## config.mk

```make
export PLATFORM = sky130hd
export DESIGN_NAME = exc_commit_ctrl
export DESIGN_NICKNAME = d
export VERILOG_FILES = /design/src/rtl/exc_pkg.sv /design/src/rtl/exc_cause_merge.sv /design/src/rtl/exc_stage_reg.sv /design/src/rtl/exc_commit.sv /design/src/rtl/exc_pc_unit.sv /design/src/rtl/exc_commit_ctrl.sv
export SDC_FILE = /design/constraint.sdc
export NUM_CORES = 1
export LEC_CHECK = 0
export ABC_AREA = 1
export BUFFER_PORTS_ARGS = -buffer_cell sky130_fd_sc_hd__buf_2
export CAP_MARGIN = 40
export CORE_ASPECT_RATIO = 0.8
export CORE_MARGIN = 2
export CORE_UTILIZATION = 35
export CTS_BUF_LIST = sky130_fd_sc_hd__clkbuf_8
export CTS_CLUSTER_SIZE = 25
export DETAILED_ROUTE_END_ITERATION = 6
export PLACE_DENSITY = 0.56
export SYNTH_ARGS = -nofsm -noshare
export SYNTH_HDL_FRONTEND = slang
export SYNTH_SLANG_ARGS = --single-unit
```

## constraint.sdc

```tcl
create_clock -name clk -period 1.6 [get_ports clk]
set_input_delay 0.24 -clock clk [delete_from_list [all_inputs] [get_ports clk]]
set_output_delay 0.24 -clock clk [all_outputs]
set_load 0.1 [all_outputs]
```

## src/rtl/exc_pkg.sv

```systemverilog
package exc_pkg;
  localparam int PC_W = 32;

  typedef enum logic [3:0] {
    CS_NONE      = 4'd0,
    CS_IF_PAGE   = 4'd1,
    CS_IF_ALIGN  = 4'd2,
    CS_IF_PROT   = 4'd3,
    CS_ILLEGAL   = 4'd4,
    CS_OVF       = 4'd5,
    CS_MEM_PAGE  = 4'd6,
    CS_MEM_ALIGN = 4'd7,
    CS_MEM_PROT  = 4'd8
  } cause_e;

  typedef struct packed {
    logic             vld;
    logic             brn;
    cause_e           cause;
    logic [PC_W-1:0]  pc;
  } rec_t;
endpackage

```

## src/rtl/exc_cause_merge.sv

```systemverilog
module exc_cause_merge
  import exc_pkg::*;
(
  input  rec_t   rec_i,
  input  cause_e det_i,
  output rec_t   rec_o
);
  // The first cause an instruction picks up is kept
  always_comb begin
    rec_o = rec_i;
    if (rec_i.vld && (rec_i.cause == CS_NONE)) begin
      rec_o.cause = det_i;
    end
  end
endmodule

```

## src/rtl/exc_stage_reg.sv

```systemverilog
module exc_stage_reg
  import exc_pkg::*;
(
  input  logic clk,
  input  logic rst_n,
  input  logic flush_i,
  input  rec_t d_i,
  output rec_t q_o
);
  rec_t nxt;

  always_comb begin
    nxt = d_i;
    if (flush_i) begin
      nxt.vld = 1'b0;
    end
  end

  always_ff @(posedge clk or negedge rst_n) begin
    if (!rst_n) q_o <= '0;
    else        q_o <= nxt;
  end
endmodule

```

## src/rtl/exc_commit.sv

```systemverilog
module exc_commit
  import exc_pkg::*;
(
  input  logic            clk,
  input  logic            rst_n,
  input  rec_t            mem_rec_i,
  input  rec_t            wb_rec_i,
  output logic            trap_o,
  output logic [PC_W-1:0] epc_o,
  output logic [PC_W-1:0] bpc_o,
  output cause_e          cause_o,
  output logic            dslot_o
);
  logic [PC_W-1:0] epc_n, bpc_n;
  cause_e          cause_n;
  logic            dslot_n;

  assign trap_o = mem_rec_i.vld && (mem_rec_i.cause != CS_NONE);

  always_comb begin
    epc_n   = epc_o;
    bpc_n   = bpc_o;
    cause_n = cause_o;
    dslot_n = dslot_o;
    if (trap_o) begin
      epc_n   = mem_rec_i.pc;
      cause_n = mem_rec_i.cause;
      dslot_n = wb_rec_i.vld && wb_rec_i.brn;
      bpc_n   = wb_rec_i.pc;
    end
  end

  always_ff @(posedge clk or negedge rst_n) begin
    if (!rst_n) begin
      epc_o   <= '0;
      bpc_o   <= '0;
      cause_o <= CS_NONE;
      dslot_o <= 1'b0;
    end else begin
      epc_o   <= epc_n;
      bpc_o   <= bpc_n;
      cause_o <= cause_n;
      dslot_o <= dslot_n;
    end
  end

  AST_CAUSE_LATCHED: assert property (@(posedge clk) disable iff (!rst_n)
    trap_o |=> (cause_o != CS_NONE));
  AST_SAVED_STATE_HELD: assert property (@(posedge clk) disable iff (!rst_n)
    !trap_o |=> ($stable(epc_o) && $stable(cause_o) && $stable(dslot_o)));
endmodule

```

## src/rtl/exc_pc_unit.sv

```systemverilog
module exc_pc_unit
  import exc_pkg::*;
#(
  parameter logic [PC_W-1:0] TRAP_VEC    = 32'h80,
  parameter logic [PC_W-1:0] RESET_PC    = '0,
  parameter int              INSTR_BYTES = 4
) (
  input  logic            clk,
  input  logic            rst_n,
  input  logic            trap_i,
  input  logic            eret_i,
  input  logic [PC_W-1:0] ret_pc_i,
  input  logic            br_i,
  input  logic [PC_W-1:0] br_target_i,
  output logic [PC_W-1:0] pc_o
);
  localparam logic [PC_W-1:0] STEP = PC_W'(INSTR_BYTES);
  logic [PC_W-1:0] pc_n;

  always_comb begin
    if (trap_i)      pc_n = TRAP_VEC;
    else if (eret_i) pc_n = ret_pc_i;
    else if (br_i)   pc_n = br_target_i;
    else             pc_n = pc_o + STEP;
  end

  always_ff @(posedge clk or negedge rst_n) begin
    if (!rst_n) pc_o <= RESET_PC;
    else        pc_o <= pc_n;
  end

  AST_TRAP_VECTOR: assert property (@(posedge clk) disable iff (!rst_n)
    trap_i |=> (pc_o == TRAP_VEC));
  AST_RETURN_PC: assert property (@(posedge clk) disable iff (!rst_n)
    (eret_i && !trap_i) |=> (pc_o == $past(ret_pc_i)));
endmodule

```

## src/rtl/exc_commit_ctrl.sv

```systemverilog
module exc_commit_ctrl
  import exc_pkg::*;
#(
  parameter logic [PC_W-1:0] TRAP_VEC = 32'h80,
  parameter logic [PC_W-1:0] RESET_PC = '0
) (
  input  logic            clk,
  input  logic            rst_n,
  input  logic            if_valid,
  input  logic            if_branch,
  input  logic [1:0]      if_fault,
  input  logic            id_illegal,
  input  logic            ex_ovf,
  input  logic [1:0]      mem_fault,
  input  logic            ovf_en,
  input  logic            br_redirect,
  input  logic [PC_W-1:0] br_target,
  input  logic            eret,
  output logic [PC_W-1:0] fetch_pc,
  output logic            trap,
  output logic            mem_wr_en,
  output logic            wb_wr_en,
  output logic [PC_W-1:0] epc,
  output logic [PC_W-1:0] bpc,
  output logic [3:0]      cause,
  output logic            in_dslot
);
  localparam int N_FLT  = 4;          // stages able to fault: IF, ID, EX, MEM
  localparam int MEM_IX = N_FLT - 1;

  cause_e          det [N_FLT];
  rec_t            raw [N_FLT];
  rec_t            cur [N_FLT];
  rec_t            stg [1:N_FLT];     // ID, EX, MEM, WB records
  rec_t            if_rec;
  cause_e          cause_q;
  logic [PC_W-1:0] ret_pc;

  assign if_rec = '{vld: if_valid, brn: if_branch, cause: CS_NONE, pc: fetch_pc};

  always_comb begin
    unique case (if_fault)
      2'd1:    det[0] = CS_IF_PAGE;
      2'd2:    det[0] = CS_IF_ALIGN;
      2'd3:    det[0] = CS_IF_PROT;
      default: det[0] = CS_NONE;
    endcase
    det[1] = id_illegal ? CS_ILLEGAL : CS_NONE;
    det[2] = (ex_ovf && ovf_en) ? CS_OVF : CS_NONE;
    unique case (mem_fault)
      2'd1:    det[3] = CS_MEM_PAGE;
      2'd2:    det[3] = CS_MEM_ALIGN;
      2'd3:    det[3] = CS_MEM_PROT;
      default: det[3] = CS_NONE;
    endcase
  end

  for (genvar k = 0; k < N_FLT; k++) begin : g_merge
    if (k == 0) begin : g_src_if
      assign raw[k] = if_rec;
    end else begin : g_src_reg
      assign raw[k] = stg[k];
    end
    exc_cause_merge u_merge (.rec_i(raw[k]), .det_i(det[k]), .rec_o(cur[k]));
  end

  for (genvar k = 1; k <= N_FLT; k++) begin : g_stage
    exc_stage_reg u_reg (
      .clk(clk), .rst_n(rst_n), .flush_i(trap), .d_i(cur[k-1]), .q_o(stg[k])
    );
  end

  exc_commit u_commit (
    .clk(clk), .rst_n(rst_n), .mem_rec_i(cur[MEM_IX]), .wb_rec_i(stg[N_FLT]),
    .trap_o(trap), .epc_o(epc), .bpc_o(bpc), .cause_o(cause_q), .dslot_o(in_dslot)
  );

  assign ret_pc = in_dslot ? bpc : epc;

  exc_pc_unit #(.TRAP_VEC(TRAP_VEC), .RESET_PC(RESET_PC), .INSTR_BYTES(4)) u_pc (
    .clk(clk), .rst_n(rst_n), .trap_i(trap), .eret_i(eret), .ret_pc_i(ret_pc),
    .br_i(br_redirect), .br_target_i(br_target), .pc_o(fetch_pc)
  );

  assign cause     = cause_q;
  assign mem_wr_en = cur[MEM_IX].vld && !trap;
  assign wb_wr_en  = stg[N_FLT].vld;

  AST_YOUNGER_FLUSHED: assert property (@(posedge clk) disable iff (!rst_n)
    trap |=> (!stg[1].vld && !stg[2].vld && !stg[3].vld && !wb_wr_en));
endmodule

```

==> run summary, run 1 <==
The run finished, with violations left. The final reports fail on negative setup slack. The register bit total from synthesis came out at 245. The number of clock sinks is 245.

Once placement completed, the tool counted placed cells totaling 1474. The clock-pin slew reported for the worst setup and hold paths after clock tree synthesis is 0.06 ns. The mapped netlist covers 9350 µm². The number of endpoints with negative hold slack in the final report is 0.

Synthesis handed over a netlist of 961 instances. The number of buffer and inverter instances along the worst setup path came out at 2. The proportion of layout cells with a drive suffix above 1 is 26.5%. STA puts the critical path data required time at 1.36 ns. TritonCTS built the clock tree. For this run, the slowest stage of the critical path takes 0.42 ns. The count of cells in the finished layout, fillers not included, comes to 1573. The first routing iteration left 488 violations. The number of antenna violations at the first check in global routing is 0. The sum of net half-perimeters after detailed placement is 17100 µm. The average instance in the mapped netlist occupies 9.73 µm². After detailed routing, the number of remaining DRC violations is 0. 149 I/O pins were placed. The worst slew margin relative to its limit came out at 61.2%. The width of the chip is 187 µm. The number of nets with antenna violations after routing is 0. In this run the worst path has a maximum fanout of 4. The final antenna diode count is 0. The net count of the finished layout is 1235. The die outline area came out at 28000 µm². The die outline height is 150 µm.

The slowest stage of the critical path belongs to the cell sky130_fd_sc_hd__dfrtp_2. Across the run, the number of max-cap violations was 0. In this run the core area contains 53 standard-cell rows. The clock reaches the later pin of the worst-skew pair after 0.53 ns. The cell at the root of the clock tree is sky130_fd_sc_hd__clkbuf_8. Walking the worst path, the cells encountered are inv_4 -> nor2_4 -> nand3b_1 -> nand2_1 -> nor2_2 -> nand2_4 -> nor2_4 -> buf_12.

The number of vias per cell after detailed routing is 4.59. The first-pass GRT wire length came out at 40600 µm. The clock passes through at most 3 buffers. The count of unique library cells instantiated by Yosys is 30. Cells fill 47.8% of the core in the end. The worst setup skew after layout is 0.0195 ns. The remaining global-route overflow is 0. STA classifies the critical path endpoint as a primary output.

The post-placement cell area is 10900 µm². The sum of negative setup slack came out at -19.97 ns. Among the stages of the critical path, the cell type that occurs most often is sky130_fd_sc_hd__nor2_4. The final setup violation count came out at 85.

STA puts the critical path data arrival time at 1.80 ns. The net count after synthesis is 1009. The routed wire length came out at 25400 µm. The area share of the largest cell type after synthesis came out at 65.6%. Derived from the worst setup path, the maximum achievable clock frequency is 491 MHz.

In the finished design, the share of the clock period the worst path needs comes to 127%. The class of the tightest hold or removal check is in2reg. The max-slew violation count is 0.

The number of buffers created by CTS came out at 41. The critical path is of the reg2out type. The post-detailed-route wirelength per cell came out at 16.1 µm.

The actual slew at the worst max-slew pin came out at 0.581 ns. The sequential share of the synthesized area came out at 65.6%. The minimum clock period is 2.04 ns. Ranked by total cell area, the synthesized netlist is headed by sky130_fd_sc_hd__dfrtp_1, sky130_fd_sc_hd__nand2_1, sky130_fd_sc_hd__nor2_1.

The global placer's final weighted congestion came out at 0.840. The category of the worst setup path launch point is a flip-flop. The combined global-route utilization of all metal layers is 18.6%. The number of global-route vias before repair was 7202.

The kind of cell adding the most delay to the critical path is simple AND/OR/NAND/NOR gates. The initial utilization of the core area, before any placement, comes to 35.6%. The via count came out at 7219.

The number of iterations in the first detailed-routing pass came out at 6. The pin count of the biggest net entering global routing came out at 51. The number of inserted filler cells in the final layout came out at 2447. Relative to the synthesized area, the layout overhead comes to 34.1%.

The cell taking the most area after synthesis is sky130_fd_sc_hd__dfrtp_1. The core area came out at 26300 µm². After routing the design area is 12500 µm². The final worst-path setup slack came out at -0.435 ns. Yosys printed 0 warnings.

The number of H-tree branching levels is 2. During placement, the flow inserted port buffers numbering 148. Setup repair after global routing could not meet its margin everywhere.
==> path summary, 6_finish.rpt <==
kind | start | end | slack [ns] | depth (start not counted)
setup / recovery | g_stage[3].u_reg.q_o[37] | mem_wr_en | -0.44 | 8
hold / removal | br_target[3] | u_pc.pc_o[3] | 0.06 | 3
setup reg to reg | g_stage[3].u_reg.q_o[32] | u_commit.epc_o[3] | -0.32 | 12
hold reg to reg | g_stage[1].u_reg.q_o[19] | g_stage[2].u_reg.q_o[19] | 0.34 | 0
max in group asynchronous | rst_n | u_commit.epc_o[23] | 0.76 | 3
min in group asynchronous | rst_n | g_stage[2].u_reg.q_o[0] | 0.25 | 2
==> what timing repair did <==
| item | CTS | global route |
|---|---|---|
| setup endpoints to repair | 112 | 113 |
| resized for setup | 129 | 43 |
| hold endpoints to repair | 91 | 0 |
| hold buffers | 14 | 0 |
| gates cloned | 3 | 0 |
| buffers inserted | 13 | 1 |
| pin swaps | 9 | 7 |
==> cells in the final DEF (no fill, tap or decap), drive strengths merged, types with 5 or more instances in the layout <==
cell,n
nor3,5
dfrtp,245
inv,59
buf,235
clkbuf,53
nand3,84
nor2,123
dlygate4sd3,14
nand2,283
o21ai,22
a21oi,67
==> metrics by stage <==
stage | hold WS (ns) | setup WS [ns]
6_report | 0.0555 | -0.435
2_1_floorplan | -0.0556 | -0.280
3_3_place_gp | 0.200 | -0.204
3_5_place_dp | 0.193 | -0.192
5_1_grt | 0.0671 | -0.550
4_1_cts | 0.0312 | -0.467
==> area by class of cell <==
cell class	count	area [µm²]	share of cell area, %
Clock inverter	25	178	1.42
Tap cell	357	447	3.56
Timing Repair Buffer	258	2300	18.4
Sequential cell	245	6140	48.9
Clock buffer	47	647	5.16
Inverter	40	160	1.28
Multi-Input combinational cell	601	2670	21.3
==> flip-flops by register name, indices dropped and copies added (netlist names) <==
register and flops:
u_commit.epc_o 32, u_commit.dslot_o 1, u_pc.pc_o 32, g_stage.u_reg.q_o 144, u_commit.cause_o 4, u_commit.bpc_o 32
==> logic make-up after synthesis <==
kind of cell | Yosys count | share of synthesized area [%]
compound gates | 96 | 5.35
fa+ha+maj | 3 | 0.401
xor+xnor | 2 | 0.187
flops | 245 | 65.6
buf+inv | 115 | 6.76
simple gates | 500 | 21.7
==> Yosys cell counts, drive strengths merged <==
| cell type | count |
|---|---|
| a21oi | 67 |
| nand2 | 283 |
| nand3 | 84 |
| nor2 | 123 |
| dfrtp | 245 |
| o22ai | 1 |
| a221oi | 1 |
| xnor2 | 1 |
| nand3b | 2 |
| clkinv | 1 |
| xor2 | 1 |
| o221ai | 2 |
| ha | 3 |
| buf | 53 |
| o21bai | 1 |
| o21ai | 22 |
| nand4 | 1 |
| inv | 39 |
| and2 | 1 |
| and3 | 1 |
| nor3 | 5 |
| o211ai | 2 |
| clkbuf | 22 |
==> layer usage <==
layer,GRT usage [%],vias up,part of all wire (%)
li1,-,3482,-
met1,29.1,3494,51
met2,26.3,210,42
met3,3.64,33,5.5
met4,4.76,0,1.3
met5,0,-,0
==> worst min-delay path, delay by kind of cell <==
family                 cells  cell delay [ns]
AOI/OAI and AO/OA          1             0.11
and+or+nand+nor            1             0.11
buffers and inverters      1             0.08
Power of run 1 is not shown: default switching activity piles up to over one toggle a cycle in this logic, so the estimate is an artifact.
==> run 2: changes to the inputs <==
--- a/config.mk
+++ b/config.mk
@@ -14,7 +14,8 @@
 export CTS_BUF_LIST = sky130_fd_sc_hd__clkbuf_8
 export CTS_CLUSTER_SIZE = 25
 export DETAILED_ROUTE_END_ITERATION = 6
-export PLACE_DENSITY = 0.56
+export PLACE_DENSITY = 0.54
 export SYNTH_ARGS = -nofsm -noshare
 export SYNTH_HDL_FRONTEND = slang
 export SYNTH_SLANG_ARGS = --single-unit
+export TNS_END_PERCENT = 50
==> constraint.sdc (replaced) <==
create_clock -name clk -period 1.9 [get_ports clk]
set_input_delay 0.285 -clock clk [delete_from_list [all_inputs] [get_ports clk]]
set_output_delay 0.285 -clock clk [all_outputs]
set_load 0.1 [all_outputs]
==> run 2 against run 1 <==
  * The flow still finishes with violations (negative setup slack)
  * Global-route usage fell by 0.90 points
  * Die area unchanged
  * Worst setup slack better by 0.15 ns
  * Via count decreased by 2.9%
  * Critical path type unchanged
  * Register-to-register slack improved by 0.29 ns
  * Clock skew rose by 0.0053 ns
==> run summary, run 2 (synthesized netlist as in run 1, its figures left out) <==
The run finished, with violations left. The final reports fail on negative setup slack. The sum of net half-perimeters after detailed placement came out at 16900 µm (-1.3%). The number of antenna violations at the first check in global routing is 1 (+1). The flip-flop count of the largest register after layout came out at 144 (unchanged). The number of iterations in the first detailed-routing pass is 5 (-1). The number of buffers on the longest clock path was 3 (unchanged).

The maximum net fanout on the critical path came out at 5 (+1). Setup repair after global routing could not meet its margin everywhere. The number of buffers created by CTS came out at 41 (unchanged).

The first-pass GRT wire length came to 38600 µm (-4.8%). The combined global-route utilization of all metal layers came out at 17.7% (-0.90 points). The core area came out at 26300 µm² (unchanged).

The number of H-tree branching levels came out at 2 (unchanged). The clock-pin slew reported for the worst setup and hold paths after clock tree synthesis came out at 0.06 ns (about the same). The max-slew violation count came to 0 (unchanged). The total instance count after detailed placement came to 1431 (-2.9%). The final setup violation count is 25 (-71%).

The max-capacitance violation count came to 0 (unchanged). After layout, the worst path uses 115% of the clock period. Based on the critical path, the design can be clocked at up to 459 MHz. The maximum single-stage delay on the critical path came out at 0.40 ns (-0.02 ns). g_stage.u_reg.q_o holds more flip-flops than any other register. The number of vias per cell after detailed routing is 4.61 (+0.44%). The routed wire length is 24700 µm (-2.7%).

The actual slew at the worst max-slew pin came to 0.528 ns (-0.0527 ns). The arrival time at the worst endpoint is 1.90 ns (+0.10 ns). The total I/O pin count came out at 149 (unchanged).

The first-iteration detailed-routing DRC count is 465 (-4.7%). Traced cell by cell, the critical path runs through nor2_2 -> nand3b_1 -> nand2_2 -> nor2_4 -> nand2_4 -> nand2_4 -> inv_6 -> buf_12. The worst slew margin relative to its limit was 64.7% (+3.5 points). The number of standard cells in the final layout excluding fillers is 1521 (-3.3%). STA classifies the critical path endpoint as a primary output. The starting density of the core came out at 35.6% (unchanged). The pin count of the biggest net entering global routing is 59 (+16%). The min-delay analysis places its worst path in the category in2reg. The library cell used most frequently in the layout, excluding fill and tap cells, is sky130_fd_sc_hd__nand2_1.

The number of nets with antenna violations after routing was 0 (unchanged). The utilization after layout came out at 44.2% (-3.5 points). The number of clock sinks is 245 (unchanged). The critical path is of the reg2out type. The source-to-sink clock delay at the later pin of the worst-skew pair came out at 0.53 ns (about the same). The via count is 7011 (-2.9%). TritonCTS built the clock tree. The cell at the root of the clock tree is sky130_fd_sc_hd__clkbuf_8. In the layout the commonest cells are sky130_fd_sc_hd__nand2_1, sky130_fd_sc_hd__dfrtp_1, sky130_fd_sc_hd__buf_2. The final worst-path setup slack came out at -0.280 ns (+0.155 ns). The number of endpoints with negative hold slack in the final report came out at 0 (unchanged). The die outline height is 150 µm (unchanged). The slowest stage of the critical path is the sky130_fd_sc_hd__dfrtp_1 cell. The number of global-route vias before repair is 6669 (-7.4%). The data required time at the worst endpoint is 1.62 ns (+0.26 ns). The final net count is 1183 (-4.2%). The die outline area was 28000 µm² (unchanged).

The cell that appears most often on the critical path is sky130_fd_sc_hd__nand2_4. The residual DRC count came out at 0 (unchanged). The proportion of layout cells with a drive suffix above 1 came out at 24.0% (-2.5 points). The post-detailed-route wirelength per cell is 16.2 µm (+0.60%). The remaining global-route overflow was 0 (unchanged). The worst setup skew after layout is 0.0248 ns (+0.00533 ns). The width of the chip came to 187 µm (unchanged). The final antenna diode count came to 0 (unchanged). The layout-stage area growth over the synthesis result is 24.3%. STA classifies the critical path startpoint as a flip-flop. The count of input and output buffers is 148 (unchanged). The global placer's final weighted congestion came out at 0.894 (+6.5%). The number of cell rows came out at 53 (unchanged). The minimum clock period is 2.18 ns.
[run 2: cell types whose count changed in the layout (fill, tap and decap cells not counted), moves of 7 or more]
| cell | change |
|---|---|
| sky130_fd_sc_hd__inv_1 | -11 |
| sky130_fd_sc_hd__o21ai_1 | -7 |
| sky130_fd_sc_hd__buf_4 | -98 |
| sky130_fd_sc_hd__o21ai_0 | +7 |
| sky130_fd_sc_hd__buf_6 | -28 |
| sky130_fd_sc_hd__clkbuf_8 | +9 |
| sky130_fd_sc_hd__buf_2 | +96 |
[run 2: critical path: cells and delay by family, from the launching register on]
family / cells / cell delay, ns
buffers and inverters: 2 / 0.26
DFF: 1 / 0.40
and+or+nand+nor: 6 / 0.70
[run 2: path summary, 6_finish.rpt]
kind,from,end,slack (ns),cells after the start
max,g_stage[3].u_reg.q_o[33],trap,-0.28,8
min,br_target[0],u_pc.pc_o[0],0.04,3
max reg2reg,g_stage[3].u_reg.q_o[33],u_commit.cause_o[2],-0.03,12
min reg2reg,g_stage[2].u_reg.q_o[29],g_stage[3].u_reg.q_o[29],0.34,0
max in group asynchronous,rst_n,g_stage[3].u_reg.q_o[10],0.92,3
min in group asynchronous,rst_n,g_stage[4].u_reg.q_o[0],0.29,2
[run 2: final cells by class]
class                   instances  area (µm²)
clock inverters                16        71.3
well taps                     357         447
inverters                      40         158
repair buffers                206        1410
multi-input cells             601        2630
flip-flops and latches        245        6130
clock buffers                  56         771
fillers                      2586       14600
[run 2: per-layer routing]
metal | global-route usage [%] | up-vias | part of all wire (%)
li1 | - | 3390 | -
met1 | 27.8 | 3377 | 52
met2 | 24.5 | 199 | 41
met3 | 3.75 | 43 | 5.6
met4 | 4.84 | 2 | 1.7
met5 | 0 | - | 0.053
[run 2: timing repair]
item,CTS,global route
endpoints found under the hold margin,56,0
buffers inserted,5,3
setup endpoints to repair,2,74
gates cloned,0,2
pin swaps,7,5
hold buffers,9,0
resized for setup,6,10
[run 2: through the flow]
stage	TNS (ns)	instance area, µm²	hold slack, ns	setup WS [ns]
after detailed placement	-0.0392	10600	0.268	-0.0350
after CTS	-0.497	11500	0.00803	-0.258
after floorplan	-0.0373	9370	-0.0106	-0.0373
after global placement	-0.0172	10600	0.261	-0.0172
final	-0.833	11600	0.0384	-0.280
after global routing	-4.78	11600	0.0300	-0.374
Power of run 2 is left out for the same reason.
